$ cat src/rtl/iq_qmod_pkg.sv
package iq_qmod_pkg;
  localparam int PHASES = 4;
  localparam int PH_W = $clog2(PHASES);
  typedef logic [PH_W-1:0] phase_t;
  localparam phase_t PH_ZERO = '0;
  localparam phase_t PH_QTR  = phase_t'(1);
  localparam phase_t PH_HALF = phase_t'(2);
  localparam phase_t PH_3QTR = phase_t'(3);
endpackage

$ cat src/rtl/iq_qmod_phase.sv
module iq_qmod_phase
  import iq_qmod_pkg::*;
(
  input  logic   clk,
  input  logic   rst,
  input  logic   sync_in,
  output phase_t phase
);
  always_ff @(posedge clk) begin
    if (rst)          phase <= PH_ZERO;
    else if (sync_in) phase <= PH_ZERO;
    else              phase <= phase + phase_t'(1);
  end
endmodule

$ cat src/rtl/iq_qmod_satneg.sv
module iq_qmod_satneg #(
  parameter int W = 16
) (
  input  logic [W-1:0] a,
  output logic [W-1:0] y
);
  localparam logic [W-1:0] MOST_NEG = {1'b1, {(W-1){1'b0}}};
  localparam logic [W-1:0] MOST_POS = {1'b0, {(W-1){1'b1}}};
  always_comb begin
    if (a == MOST_NEG) y = MOST_POS;
    else               y = (~a) + {{(W-1){1'b0}}, 1'b1};
  end
endmodule

$ cat src/rtl/iq_qmod_rotate.sv
module iq_qmod_rotate
  import iq_qmod_pkg::*;
#(
  parameter int W = 16
) (
  input  logic [W-1:0] i_d,
  input  logic [W-1:0] q_d,
  input  phase_t       phase,
  input  logic         en,
  output logic [W-1:0] i_r,
  output logic [W-1:0] q_r
);
  localparam int LANES = 2;
  logic [W-1:0] lane_in  [LANES];
  logic [W-1:0] lane_neg [LANES];

  assign lane_in[0] = i_d;
  assign lane_in[1] = q_d;

  for (genvar g = 0; g < LANES; g++) begin : g_neg
    iq_qmod_satneg #(.W(W)) u_neg (.a(lane_in[g]), .y(lane_neg[g]));
  end

  always_comb begin
    i_r = i_d;
    q_r = q_d;
    if (en) begin
      unique case (phase)
        PH_ZERO: begin i_r = i_d;         q_r = q_d;         end
        PH_QTR:  begin i_r = lane_neg[1]; q_r = i_d;         end
        PH_HALF: begin i_r = lane_neg[0]; q_r = lane_neg[1]; end
        default: begin i_r = q_d;         q_r = lane_neg[0]; end
      endcase
    end
  end
endmodule

$ cat src/rtl/iq_qmod_stage.sv
module iq_qmod_stage #(
  parameter int W = 16
) (
  input  logic         clk,
  input  logic         rst,
  input  logic [W-1:0] d,
  output logic [W-1:0] q
);
  always_ff @(posedge clk) begin
    if (rst) q <= '0;
    else     q <= d;
  end
endmodule

$ cat src/rtl/iq_qmod.sv
module iq_qmod
  import iq_qmod_pkg::*;
#(
  parameter int W = 16
) (
  input  logic         clk,
  input  logic         rst,
  input  logic         sync_in,
  input  logic         mod_en,
  input  logic [W-1:0] i_in,
  input  logic [W-1:0] q_in,
  output logic [W-1:0] i_out,
  output logic [W-1:0] q_out
);
  localparam int CAP_W = 1 + PH_W + 2 * W;
  localparam int OUT_W = 2 * W;

  phase_t ph_q;
  logic [CAP_W-1:0] cap_d, cap_q;
  logic [OUT_W-1:0] rot_d, rot_q;
  logic             en_s;
  phase_t           ph_s;
  logic [W-1:0]     i_s, q_s, i_r, q_r;

  iq_qmod_phase u_phase (.clk(clk), .rst(rst), .sync_in(sync_in), .phase(ph_q));

  // stage 1: the sample, its enable and the phase present in this cycle
  assign cap_d = {mod_en, ph_q, i_in, q_in};
  iq_qmod_stage #(.W(CAP_W)) u_cap (.clk(clk), .rst(rst), .d(cap_d), .q(cap_q));
  assign {en_s, ph_s, i_s, q_s} = cap_q;

  iq_qmod_rotate #(.W(W)) u_rot (
    .i_d(i_s), .q_d(q_s), .phase(ph_s), .en(en_s), .i_r(i_r), .q_r(q_r)
  );

  // stage 2: output register, shared by bypass and rotated data
  assign rot_d = {i_r, q_r};
  iq_qmod_stage #(.W(OUT_W)) u_out (.clk(clk), .rst(rst), .d(rot_d), .q(rot_q));
  assign {i_out, q_out} = rot_q;
endmodule

$ cat config.mk
export PLATFORM = sky130hd
export DESIGN_NAME = iq_qmod
export DESIGN_NICKNAME = d
export VERILOG_FILES = /design/src/rtl/iq_qmod_pkg.sv /design/src/rtl/iq_qmod_phase.sv /design/src/rtl/iq_qmod_satneg.sv /design/src/rtl/iq_qmod_rotate.sv /design/src/rtl/iq_qmod_stage.sv /design/src/rtl/iq_qmod.sv
export SDC_FILE = /design/constraint.sdc
export NUM_CORES = 1
export LEC_CHECK = 0
export ABC_AREA = 1
export BUFFER_PORTS_ARGS = -buffer_cell sky130_fd_sc_hd__buf_4
export CAP_MARGIN = 20
export CELL_PAD_IN_SITES_DETAIL_PLACEMENT = 1
export CELL_PAD_IN_SITES_GLOBAL_PLACEMENT = 1
export CORE_ASPECT_RATIO = 0.5
export CORE_MARGIN = 1.5
export CORE_UTILIZATION = 36
export CTS_CLUSTER_SIZE = 25
export DETAILED_ROUTE_END_ITERATION = 8
export PLACE_DENSITY_LB_ADDON = 0.25
export SYNTH_ARGS = -nofsm -noshare
export SYNTH_HDL_FRONTEND = slang
export SYNTH_HIERARCHICAL = 1
export SYNTH_SLANG_ARGS = --single-unit
$ cat constraint.sdc
create_clock -name clk -period 1.7 [get_ports clk]
set_clock_uncertainty 0.15 [all_clocks]
set_input_delay 0.51 -clock clk [delete_from_list [all_inputs] [get_ports clk]]
set_output_delay 0.51 -clock clk [all_outputs]
set_load 0.05 [all_outputs]
## Yosys cells after proc, flatten, opt, wreduce, memory -nomap -nowiden

Cells that the tools add are included.

| word-level totals | value |
|---|---|
| input bits | 36 |
| register bits after elaboration | 69 |
| output and inout bits | 32 |
| word-level logic and storage cells | 20 |

| cells by class | value |
|---|---|
| equality and inequality tests | 4 |
| reductions and logical operators | 2 |
| bitwise gates (word level) | 2 |
| $add $sub $neg | 3 |
| muxes and demuxes | 6 |

Operators with widths:

| kind | number |
|---|---|
| $pmux 16 s3 | 2 |
| $mux 16 | 4 |
| $add 16x1->16 const B | 2 |
| $eq 16x16->1 const B | 2 |
| $not 16->16 | 2 |
| $add 2x1->2 const B | 1 |
| $eq 2x1->1 const B | 1 |
| $eq 2x2->1 const B | 1 |
| $logic_not 2->1 | 1 |
| $reduce_or 2->1 | 1 |

## Depth between registers and ports, before layout

| logic depth | value |
|---|---|
| depth after elaboration | 5 |
| gate-level depth with buffers | 14 |
| gate-level depth less buffers | 14 |

## Cells and area by module

Netlist, hierarchy kept.

By module, submodules not included:

| module | area an instance (µm²) | cells an instance | instances |
|---|---|---|---|
| iq_qmod_rotate | 1,381.3 | 318 | 1 |
| iq_qmod_stage (u_cap) | 1,013.5 | 109 | 1 |
| iq_qmod_satneg | 501.7 | 97 | 2 |
| iq_qmod_stage (u_out) | 914.6 | 99 | 1 |
| iq_qmod_phase | 72.6 | 10 | 1 |

## Least setup slack after synthesis

No wires, ideal clock.

| path | value |
|---|---|
| path kind | register -> register |
| start point | reg u_cap.q[16] |
| end point | reg u_out.q[26] |
| required time | 1.438 ns |
| data arrival time | 1.548 ns |
| library setup time | 0.112 ns |
| stages on the path, launching flop included | 14 |
| path buffers | 1 |
| setup slack | -0.110 ns |
| cells stage by stage | dfxtp_1 -> inv_1 -> ha_1 -> nand2_2 -> nor2_8 -> nand3_4 -> buf_6 -> nand3_2 -> o21ai_0 -> nand3_1 -> nand2_1 -> nand2_1 -> inv_1 -> nor2_1 |

RTL lines:

| element | RTL line | text |
|---|---|---|
| start: declaration | iq_qmod_stage.sv:7 | `output logic [W-1:0] q` |
| start signal: assignment | iq_qmod_stage.sv:10 | `if (rst) q <= '0;` |
| start signal: assignment | iq_qmod_stage.sv:11 | `else q <= d;` |
| end signal: assignment | iq_qmod_stage.sv:10 |  |
| end signal: assignment | iq_qmod_stage.sv:11 |  |
| end: declaration | iq_qmod_stage.sv:7 |  |

==> metrics.txt <==
Slew @ Worst Pin=roughly 560 ps; CTS tree=built; Mapped Cells=730; relative slew slack=0.627; period utilization=1.16; nets=909; failing checks=negative setup slack; warnings from Yosys=6; Static Leakage=~0.0034 uW; CP Launch Type=register; area occupied by multi-input gates=2940 um2; RSZ-0062 raised after global routing=true; DR DRC count=0; routed wire length=between 15000 and 20000 um; Arr. time, crit path=roughly 2000 ps; final setup violation count=33; setup TNS=-4350 ps; Die Area=between 10000 and 15000 um2; ranking of synthesized cells by area=dfxtp_1, nand2_1, nor2_1, nand3_1, inv_1; Die Y=approximately 81 um; Synth top area share=0.315; Detail Route Antenna Nets=0; fill count=between 1500 and 2000; Cell variety after synth=24; CP Class=reg -> reg; WHS Path Cells=3; Req. time, crit path=1780 ps; post-DP HPWL=11400 um; GRT Util Overall=0.269; final hold viol count=0; Port Buf Inserts=67; Clock Path Buffers=2; Final Critical Period=about 2000 ps; antenna violations before repair=0; total CTS buffers=9; FMAX=507 MHz; Post-Synthesis Cell Area=roughly 4400 um2; Worst R2R Path Depth=13; share of cells above drive strength 1=0.397; H-tree depth=3; Design Power=slightly above 5000 uW; area grow syn2layout=50.2%; Pre-antenna DRT Iters=5; Max-cap violations=0; io pins=slightly below 70; 1st-iter DRT viols=between 300 and 400; Clock Latency Late Sink=roughly 350 ps; drt wl/cell=between 15 and 20 um; Synth Area per Inst=between 6 and 7 um2; largest net degree at the start of global routing=41; core area=11800 um2; first-pass GRT wire length=~27000 um; register area=1430 um2; Vias=~5300; gpl congestion=~0.9; Synth area leader=dfxtp_1; Seq/Total Area, Yosys=0.315; FF+latch count, synth=69; Clock Pin Slew Worst Setup and Hold Paths=70 ps; critical path peak fanout=5; Final Max Tran Viols=0; post-route cell area=6590 um2; final worst slack=-273 ps; CTS Root Cell=clkbuf_16; PD cells=768 nW/um2; hold_ws=between 200 and 250 ps; HP Class=in -> reg; Starting Density=0.370; Post-CTS Hold Buffers=0; pre-CTS setup slack=-242 ps; status=finished with violations; vias in the first global route=roughly 5200; chip width=roughly 160 um; Site Rows=28; grt total ovfl=0; Worst VDD drop=approximately 0.41 mV; TritonCTS Sinks=slightly below 70; Post-Syn Nets=roughly 770; Via density=around 5.1; # diodes=0; Placed Area=about 5600 um2; CP endpoint kind=register
cell usage in the layout, fill, tap and decap left out, drive strengths merged:
cell type | Yosys | layout
xor2 | 10 | 10
inv | 102 | 102
a21oi | 4 | 4
o21ai | 32 | 32
clkinvlp | 0 | 2
bufinv | 0 | 1
ha | 2 | 2
buf | 25 | 161
nor2 | 178 | 179
dfxtp | 69 | 69
nand3 | 96 | 98
nand2 | 200 | 200
or2 | 3 | 3
clkinv | 0 | 3
clkbuf | 9 | 10
synth_stat cells, drive strengths merged:
| cell type | number |
|---|---|
| nor2 | 178 |
| clkbuf | 9 |
| nand3 | 96 |
| inv | 102 |
| ha | 2 |
| buf | 25 |
| xor2 | 10 |
| dfxtp | 69 |
| a21oi | 4 |
| nand2 | 200 |
| o21ai | 32 |
| or2 | 3 |
final cells by class:
| class | instances | share of cell area |
|---|---|---|
| Tap cell | 165 | 0.0313 |
| Multi-Input combinational cell | 528 | 0.446 |
| Inverter | 102 | 0.0585 |
| Clock inverter | 6 | 0.00969 |
| Timing Repair Buffer | 161 | 0.204 |
| Sequential cell | 69 | 0.216 |
| Clock buffer | 10 | 0.0348 |
report_power, final:
part           internal [uW]  switching, uW
Sequential              1710           88.0
Clock                   1130            763
Combinational            539            827
final timing paths:
kind              slack [ps]           to             start
setup / recovery        -270  u_out/q[24]       u_cap/q[16]
hold / removal           210  u_cap/q[23]           i_in[7]
setup reg to reg        -270  u_out/q[24]       u_cap/q[16]
hold reg to reg          310  u_cap/q[33]  u_phase/phase[1]
registers in the layout, indices dropped and copies added (netlist names):
name	flops
u_out/q	32
u_phase/phase	2
u_cap/q	35
repair_timing:
action | in CTS | in global routing
buffers inserted | 7 | 5
endpoints found under the setup margin | 33 | 32
cloned | 3 | 0
pin swaps | 32 | 45
gates resized for setup | 111 | 83
worst max-delay path, cell delays in order, from the launching register on:
cell,delay [ps]
dfxtp_2,320
inv_2,70
ha_4,170
nand2_8,70
nor2_8,150
buf_6,140
xor2_2,160
nand2_2,100
o21ai_1,190
nand3_1,110
nand2_1,80
nand2_1,50
inv_1,50
nor2_1,40
per-layer routing:
metal	part of all wire	wire (um)	global-route usage	up-vias
met1	0.44	8100	0.346	2490
li1	-	-	-	2496
met3	0.071	1310	0.0638	53
met5	0	0	0	-
met2	0.46	8580	0.450	225
met4	0.027	504	0.0858	0
stage by stage:
| stage | utilization | instances |
|---|---|---|
| after floorplan | - | 730 |
| after global placement | 0.471 | 1011 |
| after detailed placement | 0.471 | 1011 |
| after CTS | 0.529 | 1036 |
| after global routing | 0.556 | 1041 |
| final | 0.556 | 1041 |
kinds of logic after synthesis:
| kind of cell | Yosys count | synth area share |
|---|---|---|
| xor gates and xnor gates | 10 | 0.0200 |
| buffers and inverters | 136 | 0.144 |
| adders and majority gates | 2 | 0.00571 |
| and+or+nand+nor | 477 | 0.474 |
| DFF | 69 | 0.315 |
| AOI/OAI and AO/OA | 36 | 0.0411 |
(Power assumes the default switching activity.)
